`src/rtl/sts_cal_pkg.sv`:
```
package sts_cal_pkg;
  localparam int REP_W  = 8;
  localparam int DATA_W = 8;

  typedef enum logic [1:0] {
    FLD_REP  = 2'b00,
    FLD_LEN  = 2'b01,
    FLD_ENT  = 2'b10,
    FLD_NONE = 2'b11
  } wr_field_e;

  typedef enum logic [1:0] {
    ST_FRAME = 2'b00,
    ST_SEL   = 2'b01,
    ST_SLOT  = 2'b10,
    ST_DIP   = 2'b11
  } seq_state_e;
endpackage

```
`src/rtl/sts_cal_regs.sv`:
```
module sts_cal_regs
  import sts_cal_pkg::*;
#(
  parameter int NUM_PORTS = 16,
  parameter int MAX_SLOTS = 128,
  localparam int LEN_W  = $clog2(MAX_SLOTS),
  localparam int PORT_W = $clog2(NUM_PORTS)
) (
  input  logic              clk_i,
  input  logic              rst_ni,
  input  logic              wr_en_i,
  input  logic              wr_cal_i,
  input  logic [1:0]        wr_field_i,
  input  logic [LEN_W-1:0]  wr_idx_i,
  input  logic [DATA_W-1:0] wr_data_i,
  input  logic              load_i,
  input  logic              csw_en_i,
  input  logic              cal_sel_i,
  input  logic              lvds_mode_i,
  input  logic [LEN_W-1:0]  rd_slot_i,
  output logic              work_cal_o,
  output logic [LEN_W-1:0]  work_len_o,
  output logic [REP_W-1:0]  work_rep_o,
  output logic [PORT_W-1:0] rd_port_o
);
  localparam int NCAL = 2;

  logic [REP_W-1:0]  sh_rep [NCAL];
  logic [LEN_W-1:0]  sh_len [NCAL];
  logic [PORT_W-1:0] sh_ent [NCAL][MAX_SLOTS];

  for (genvar c = 0; c < NCAL; c++) begin : g_cal
    logic [REP_W-1:0]  rep_q;
    logic [LEN_W-1:0]  len_q;
    logic [PORT_W-1:0] ent_q [MAX_SLOTS];
    logic              sel;

    assign sel = wr_en_i && (wr_cal_i == 1'(c));

    always_ff @(posedge clk_i or negedge rst_ni) begin
      if (!rst_ni) begin
        rep_q <= REP_W'(1);
        len_q <= LEN_W'(7);
        for (int i = 0; i < MAX_SLOTS; i++) ent_q[i] <= PORT_W'(i % NUM_PORTS);
      end else if (sel) begin
        case (wr_field_e'(wr_field_i))
          FLD_REP: rep_q <= wr_data_i[REP_W-1:0];
          FLD_LEN: len_q <= wr_data_i[LEN_W-1:0];
          FLD_ENT: ent_q[wr_idx_i] <= wr_data_i[PORT_W-1:0];
          default: ;
        endcase
      end
    end

    assign sh_rep[c] = rep_q;
    assign sh_len[c] = len_q;
    assign sh_ent[c] = ent_q;
  end

  logic              work_cal_q;
  logic [LEN_W-1:0]  work_len_q;
  logic [REP_W-1:0]  work_rep_q;
  logic [PORT_W-1:0] work_ent_q [MAX_SLOTS];
  logic              nxt_cal;
  logic [LEN_W-1:0]  nxt_len;

  assign nxt_cal = csw_en_i ? cal_sel_i : work_cal_q;
  // differential mode rounds the slot count up to a multiple of 4
  assign nxt_len = lvds_mode_i ? (sh_len[nxt_cal] | LEN_W'(3)) : sh_len[nxt_cal];

  always_ff @(posedge clk_i or negedge rst_ni) begin
    if (!rst_ni) begin
      work_cal_q <= 1'b0;
      work_len_q <= LEN_W'(7);
      work_rep_q <= REP_W'(1);
      for (int i = 0; i < MAX_SLOTS; i++) work_ent_q[i] <= PORT_W'(i % NUM_PORTS);
    end else if (load_i) begin
      work_cal_q <= nxt_cal;
      work_len_q <= nxt_len;
      work_rep_q <= sh_rep[nxt_cal];
      work_ent_q <= sh_ent[nxt_cal];
    end
  end

  assign work_cal_o = work_cal_q;
  assign work_len_o = work_len_q;
  assign work_rep_o = work_rep_q;
  assign rd_port_o  = work_ent_q[rd_slot_i];
endmodule

```
`src/rtl/sts_cal_dip.sv`:
```
module sts_cal_dip (
  input  logic       clk_i,
  input  logic       rst_ni,
  input  logic       clr_i,
  input  logic       en_i,
  input  logic [1:0] word_i,
  output logic [1:0] parity_o
);
  logic [1:0] acc_q;

  always_ff @(posedge clk_i or negedge rst_ni) begin
    if (!rst_ni)     acc_q <= 2'b00;
    else if (clr_i)  acc_q <= 2'b00;
    else if (en_i)   acc_q <= {acc_q[0], acc_q[1]} ^ word_i;
  end

  assign parity_o = ~acc_q;
endmodule

```
`src/rtl/sts_cal_seq.sv`:
```
module sts_cal_seq
  import sts_cal_pkg::*;
#(
  parameter int LEN_W = 7
) (
  input  logic             clk_i,
  input  logic             rst_ni,
  input  logic             los_i,
  input  logic             csw_en_i,
  input  logic             work_cal_i,
  input  logic [LEN_W-1:0] work_len_i,
  input  logic [REP_W-1:0] work_rep_i,
  input  logic [1:0]       slot_word_i,
  output logic             load_o,
  output logic [LEN_W-1:0] slot_o,
  output seq_state_e       state_o,
  output logic [1:0]       stat_o
);
  seq_state_e       state_q;
  logic [LEN_W-1:0] slot_q;
  logic [REP_W-1:0] rep_q;
  logic [1:0]       stat_q;
  logic [1:0]       word_d;
  logic [1:0]       parity;
  logic             dip_en;

  assign load_o = (state_q == ST_FRAME) && !los_i;
  assign dip_en = !los_i && ((state_q == ST_SEL) || (state_q == ST_SLOT));

  sts_cal_dip u_dip (
    .clk_i    (clk_i),
    .rst_ni   (rst_ni),
    .clr_i    (load_o || los_i),
    .en_i     (dip_en),
    .word_i   (word_d),
    .parity_o (parity)
  );

  always_comb begin
    case (state_q)
      ST_SEL:  word_d = {1'b0, work_cal_i};
      ST_SLOT: word_d = slot_word_i;
      ST_DIP:  word_d = parity;
      default: word_d = 2'b11;
    endcase
  end

  always_ff @(posedge clk_i or negedge rst_ni) begin
    if (!rst_ni) begin
      state_q <= ST_FRAME;
      stat_q  <= 2'b11;
      slot_q  <= '0;
      rep_q   <= '0;
    end else if (los_i) begin
      state_q <= ST_FRAME;
      stat_q  <= 2'b11;
      slot_q  <= '0;
      rep_q   <= '0;
    end else begin
      stat_q <= word_d;
      case (state_q)
        ST_FRAME: begin
          slot_q  <= '0;
          rep_q   <= '0;
          state_q <= csw_en_i ? ST_SEL : ST_SLOT;
        end
        ST_SEL: state_q <= ST_SLOT;
        ST_SLOT: begin
          if (slot_q == work_len_i) begin
            slot_q <= '0;
            if (rep_q == work_rep_i) state_q <= ST_DIP;
            else                     rep_q   <= rep_q + REP_W'(1);
          end else begin
            slot_q <= slot_q + LEN_W'(1);
          end
        end
        default: state_q <= ST_FRAME;
      endcase
    end
  end

  assign slot_o  = slot_q;
  assign state_o = state_q;
  assign stat_o  = stat_q;
endmodule

```
`src/rtl/sts_cal_gen.sv`:
```
module sts_cal_gen
  import sts_cal_pkg::*;
#(
  parameter int NUM_PORTS = 16,
  parameter int MAX_SLOTS = 128,
  localparam int LEN_W  = $clog2(MAX_SLOTS),
  localparam int PORT_W = $clog2(NUM_PORTS)
) (
  input  logic                   clk_i,
  input  logic                   rst_ni,
  input  logic                   wr_en_i,
  input  logic                   wr_cal_i,
  input  logic [1:0]             wr_field_i,
  input  logic [LEN_W-1:0]       wr_idx_i,
  input  logic [DATA_W-1:0]      wr_data_i,
  input  logic [2*NUM_PORTS-1:0] port_stat_i,
  input  logic                   cal_sel_i,
  input  logic                   csw_en_i,
  input  logic                   lvds_mode_i,
  input  logic                   los_i,
  output logic [1:0]             stat_o
);
  logic              load_w;
  logic              work_cal;
  logic [LEN_W-1:0]  work_len;
  logic [REP_W-1:0]  work_rep;
  logic [LEN_W-1:0]  slot_idx;
  logic [PORT_W-1:0] rd_port;
  logic [1:0]        slot_word;
  seq_state_e        seq_state;

  sts_cal_regs #(
    .NUM_PORTS (NUM_PORTS),
    .MAX_SLOTS (MAX_SLOTS)
  ) u_regs (
    .clk_i       (clk_i),
    .rst_ni      (rst_ni),
    .wr_en_i     (wr_en_i),
    .wr_cal_i    (wr_cal_i),
    .wr_field_i  (wr_field_i),
    .wr_idx_i    (wr_idx_i),
    .wr_data_i   (wr_data_i),
    .load_i      (load_w),
    .csw_en_i    (csw_en_i),
    .cal_sel_i   (cal_sel_i),
    .lvds_mode_i (lvds_mode_i),
    .rd_slot_i   (slot_idx),
    .work_cal_o  (work_cal),
    .work_len_o  (work_len),
    .work_rep_o  (work_rep),
    .rd_port_o   (rd_port)
  );

  assign slot_word = port_stat_i[{rd_port, 1'b0} +: 2];

  sts_cal_seq #(
    .LEN_W (LEN_W)
  ) u_seq (
    .clk_i       (clk_i),
    .rst_ni      (rst_ni),
    .los_i       (los_i),
    .csw_en_i    (csw_en_i),
    .work_cal_i  (work_cal),
    .work_len_i  (work_len),
    .work_rep_i  (work_rep),
    .slot_word_i (slot_word),
    .load_o      (load_w),
    .slot_o      (slot_idx),
    .state_o     (seq_state),
    .stat_o      (stat_o)
  );
endmodule

```
`config.mk`:
```
export PLATFORM = sky130hd
export DESIGN_NAME = sts_cal_gen
export DESIGN_NICKNAME = d
export VERILOG_FILES = /design/src/rtl/sts_cal_pkg.sv /design/src/rtl/sts_cal_regs.sv /design/src/rtl/sts_cal_dip.sv /design/src/rtl/sts_cal_seq.sv /design/src/rtl/sts_cal_gen.sv
export SDC_FILE = /design/constraint.sdc
export NUM_CORES = 2
export LEC_CHECK = 0
export BUFFER_PORTS_ARGS = -buffer_cell sky130_fd_sc_hd__buf_2
export CORE_MARGIN = 2
export CORE_UTILIZATION = 55
export CTS_CLUSTER_DIAMETER = 40
export DETAILED_ROUTE_END_ITERATION = 6
export GPL_TIMING_DRIVEN = 0
export PLACE_DENSITY = 0.71
export SLEW_MARGIN = 30
export SYNTH_ARGS = -nofsm -noshare
export SYNTH_HDL_FRONTEND = slang
export SYNTH_HIERARCHICAL = 1
export SYNTH_SLANG_ARGS = --single-unit
```
`constraint.sdc`:
```
create_clock -name clk_i -period 5.55 [get_ports clk_i]
set_clock_uncertainty 0.15 [all_clocks]
set_input_delay 0.555 -clock clk_i [delete_from_list [all_inputs] [get_ports clk_i]]
set_output_delay 0.555 -clock clk_i [all_outputs]
set_load 0.005 [all_outputs]
```
==> reports/results.ini <==
[synth]
synth-compound-area-share_pct = 5.104
synth_nets = 5902
synth-seq-area-share_pct = 58.48
synth_xor_area_share_pct = 0.3081
synth_top_area_cell = dfstp_2
synth_edf_count = 0
netlist_top_cells_area = dfstp_2, dfrtp_1, mux2_2
ys_seq_elements = 1603
syn_area_per_cell_sq_um = 12.04
synth.cell_area_sq_mm = 0.07026
async_flop_share_pct = 100.0
yosysWarnings = 6
ys.flop_type = dfrtp_1
synth.area.mux_share_pct = 22.70
synth_top_area_share_pct = 29.24
syn_inst = 5838
synth_commonest_cells = nand2_1, mux2_2, dfrtp_1, dfstp_2, nor2_1
ys_types = 55
yosys.area_share.simple_pct = 10.93
yosysMostFrequentCell = nand2_1
synth_top_family_by_area = multiplexers
synthAdderAreaFrac_pct = 0.1247

[setup_path]
crit_slowest_cell = mux4_2
cpMostUsedCell = mux4_2
reg2regPathDepth = 13
setup.worst_path.start_class = flop
cp-startpoint = u_seq/slot_o[2]$_DFFE_PN0P_
critPathMaxFanout = 10
r2r_end = u_seq/u_dip/acc_q[1]$_DFFE_PN0P_
crit_chain = clkbuf_2 > buf_2 > mux4_2 > mux4_2 > mux4_2 > mux2_2 > clkbuf_1 > mux4_2 > a22oi_1 > nand3_1 > a221o_1 > xnor2_1 > a211oi_1
crit_type = reg2reg
worstReg2RegStart = u_seq/slot_o[2]$_DFFE_PN0P_
cp-endpoint = u_seq/u_dip/acc_q[1]$_DFFE_PN0P_
r2r_setup_slack_ns = 0.06
end_kind = flop
critPathMaxStageDelay_ns = 0.64
required_ns = 6.12
critPathArrivalTime_ns = 6.06

[detailed_routing]
routedWlPerCell_um = 26.94
drt-total-wl_um = 214700
final_antenna_net_count = 0
num_vias = 49810
dr.pass1.iters = 7
viasPerCell = 6.250
drc = 3
drt_iter0_markers = 5404

[die]
initial_core_util_pct = 55.24
fp-row-count = 131
boundaryPins = 59
die_w_um = 361.4
dieArea_sq_mm = 0.1306
core_sq_mm = 0.1272
die_height_um = 361.4

[placement]
place_congestion = 0.9431
io_buffers = 51
pre_cts_slack_ns = -0.1932
hpwl_um = 149300
placed_area_sq_mm = 0.07334

[finish]
final_util_pct = 63.45
drive_above_1_share_pct = 40.33
syn_to_final_growth_pct = 14.85
final_nets = 6190
finalInstanceArea_sq_mm = 0.08070

[power]
p_leak_nw = 33.29
ir_worst_vdd_mv = 0.3037
pwr_density_cell_mw_per_mm2 = 475.1

[cts]
clockRootBuffer = clkbuf_16
clkTransAtPathRegs_ns = 0.06
cts_sinks = 1603
htreeDepth = 4
clockBufferDepth = 3
cts_tree = built
clkLatencyLatePin_ns = 0.83
cts_buffers = 198

[grt]
antenna_found_initial = 8
grt_pass1_vias = 50440
grt_pass1_wl_um = 322000
grt-ovfl-total = 0
grt_usage_pct = 33.15
grt_max_degree = 122

[sta]
slew_viol_final = 0
fin_ws_ns = 0.06172
setup-violations-final = 0
finalCritPeriodShare_pct = 98.89
relSlewSlack_pct = 25.25
whs_ns = 0.1069
rsz0062_at_grt = false
worst_pin_slew_ns = 1.121
max_freq_mhz = 182.2
hold_viol = 0
period_minus_slack_ns = 5.488

[worst_hold_path]
hp-class = in2reg

[flow_run]
drv_cap = 0

[outcome]
violations = design-rule violations
status = finished with violations

## power by group
part | total [W] | switching (W) | internal, W
registers | 0.0160 | 0.00139 | 0.0146
logic | 0.00847 | 0.00536 | 0.00311
clock network | 0.0139 | 0.00534 | 0.00856
## stage by stage
| step | TNS [ns] | total power, W | std cells |
|---|---|---|---|
| floorplan | 0 | 0.02083 | 5838 |
| global placement | - | 0.02396 | 7551 |
| detailed placement | -0.3941 | 0.02426 | 7581 |
| CTS | 0 | 0.03820 | 7965 |
| global route | 0 | 0.03974 | 7965 |
| finish | 0 | 0.03834 | 7969 |
## worst min-delay path by stage
stage	start	slack [ns]	depth (start not counted)	endpoint
after floorplan	rst_ni	0.11	0	u_regs/g_cal[0].ent_q[100]$_DFFE_PN0P_
after global placement	u_regs/g_cal[0].ent_q[354]$_DFFE_PN1P_	0.32	2	u_regs/work_ent_q[354]$_DFFE_PN1P_
after detailed placement	u_regs/g_cal[0].ent_q[270]$_DFFE_PN1P_	0.32	2	u_regs/work_ent_q[270]$_DFFE_PN1P_
after CTS	csw_en_i	0.08	4	u_seq/state_o[0]$_DFFE_PN0P_
after global routing	csw_en_i	0.11	4	u_seq/state_o[0]$_DFFE_PN0P_
final	csw_en_i	0.11	4	u_seq/state_o[0]$_DFFE_PN0P_
## worst max-delay path: cells and delay by family (launching register included)
family,cells,cell delay (ns)
buffers and inverters,3,1.26
DFF,1,0.61
xor gates and xnor gates,1,0.13
muxes,5,2.37
and+or+nand+nor,1,0.10
AOI/OAI and AO/OA,3,0.75
## cell type report
type | count | area, sq um
Buffer | 424 | 1733
Clock inverter | 119 | 1579
Clock buffer | 258 | 5642
Antenna cell | 4 | 10.01
Tap cell | 1662 | 2079
Fill cell | 9562 | 46490
Multi-Input combinational cell | 3804 | 27600
Inverter | 7 | 26.28
Timing Repair Buffer | 88 | 940.9
Sequential cell | 1603 | 41090
## registers in the layout (all words and copies together) (netlist names)
signal              flops
u_seq/stat_o            2
u_seq/rep_q             8
u_regs/work_rep_o       8
u_seq/slot_o            7
u_regs/g_cal.rep_q     16
u_regs/g_cal.ent_q   1024
u_regs/work_len_o       7
u_regs/work_ent_q     512
u_regs/work_cal_o       1
u_regs/g_cal.len_q     14
u_seq/u_dip/acc_q       2
u_seq/state_o           2
## layout by cell type, fill, tap and decap left out, types with 5 or more instances in the layout
master         synthesis  routed
a21oi_1               12      12
nor2_1               678     678
clkbuf_2               0      35
dfstp_2              782     782
clkinvlp_4             0      25
dlygate4sd3_1          0       7
inv_8                  0       6
mux2_2              1059    1059
clkbuf_4               0      14
clkbuf_8               0      27
or3_1                  5       5
nand4_1                5       5
dfrtp_1              821     821
clkbuf_1             396     379
clkinv_4               0      15
buf_2                 15      64
inv_6                  0      19
mux4_2               172     172
nand2_1             1206    1206
xnor2_1                9       9
nor2b_1               12      12
a211oi_1               5       5
clkbuf_16              0     207
nand3_1               16      16
nor3_2                 0      12
clkinv_2               0      20
a31oi_1              529     529
bufinv_16              0      28
xor2_1                 7       7
ha_1                   7       7
nand2b_1               9       9
buf_4                  3       9
inv_1                  7       7
buf_16                 0      18
## what timing repair did
action,CTS,global route
hold endpoints to repair,108,0
setup buffers,0,0
gates resized for setup,4,26
hold buffers,7,0
endpoints found under the setup margin,4,4
## kinds of logic (layout without fill, tap and decap cells)
| kind of cell | after synthesis | after routing |
|---|---|---|
| simple gates | 1973 | 1973 |
| flops | 1603 | 1603 |
| mux | 1239 | 1239 |
| compound gates | 565 | 565 |
| buf+inv | 431 | 896 |
| xor+xnor | 20 | 20 |
| fa+ha+maj | 7 | 7 |
| other cells | 0 | 4 |
## per-layer routing
layer / GRT usage, % / vias up / share of wire [%]
met5: 0 / - / 0.0061
met4: 17.41 / 2 / 5.7
met3: 8.990 / 587 / 10
met2: 50.02 / 2479 / 45
met1: 44.10 / 25750 / 39
li1: - / 20990 / -
Power figures use the tool's default switching activity.
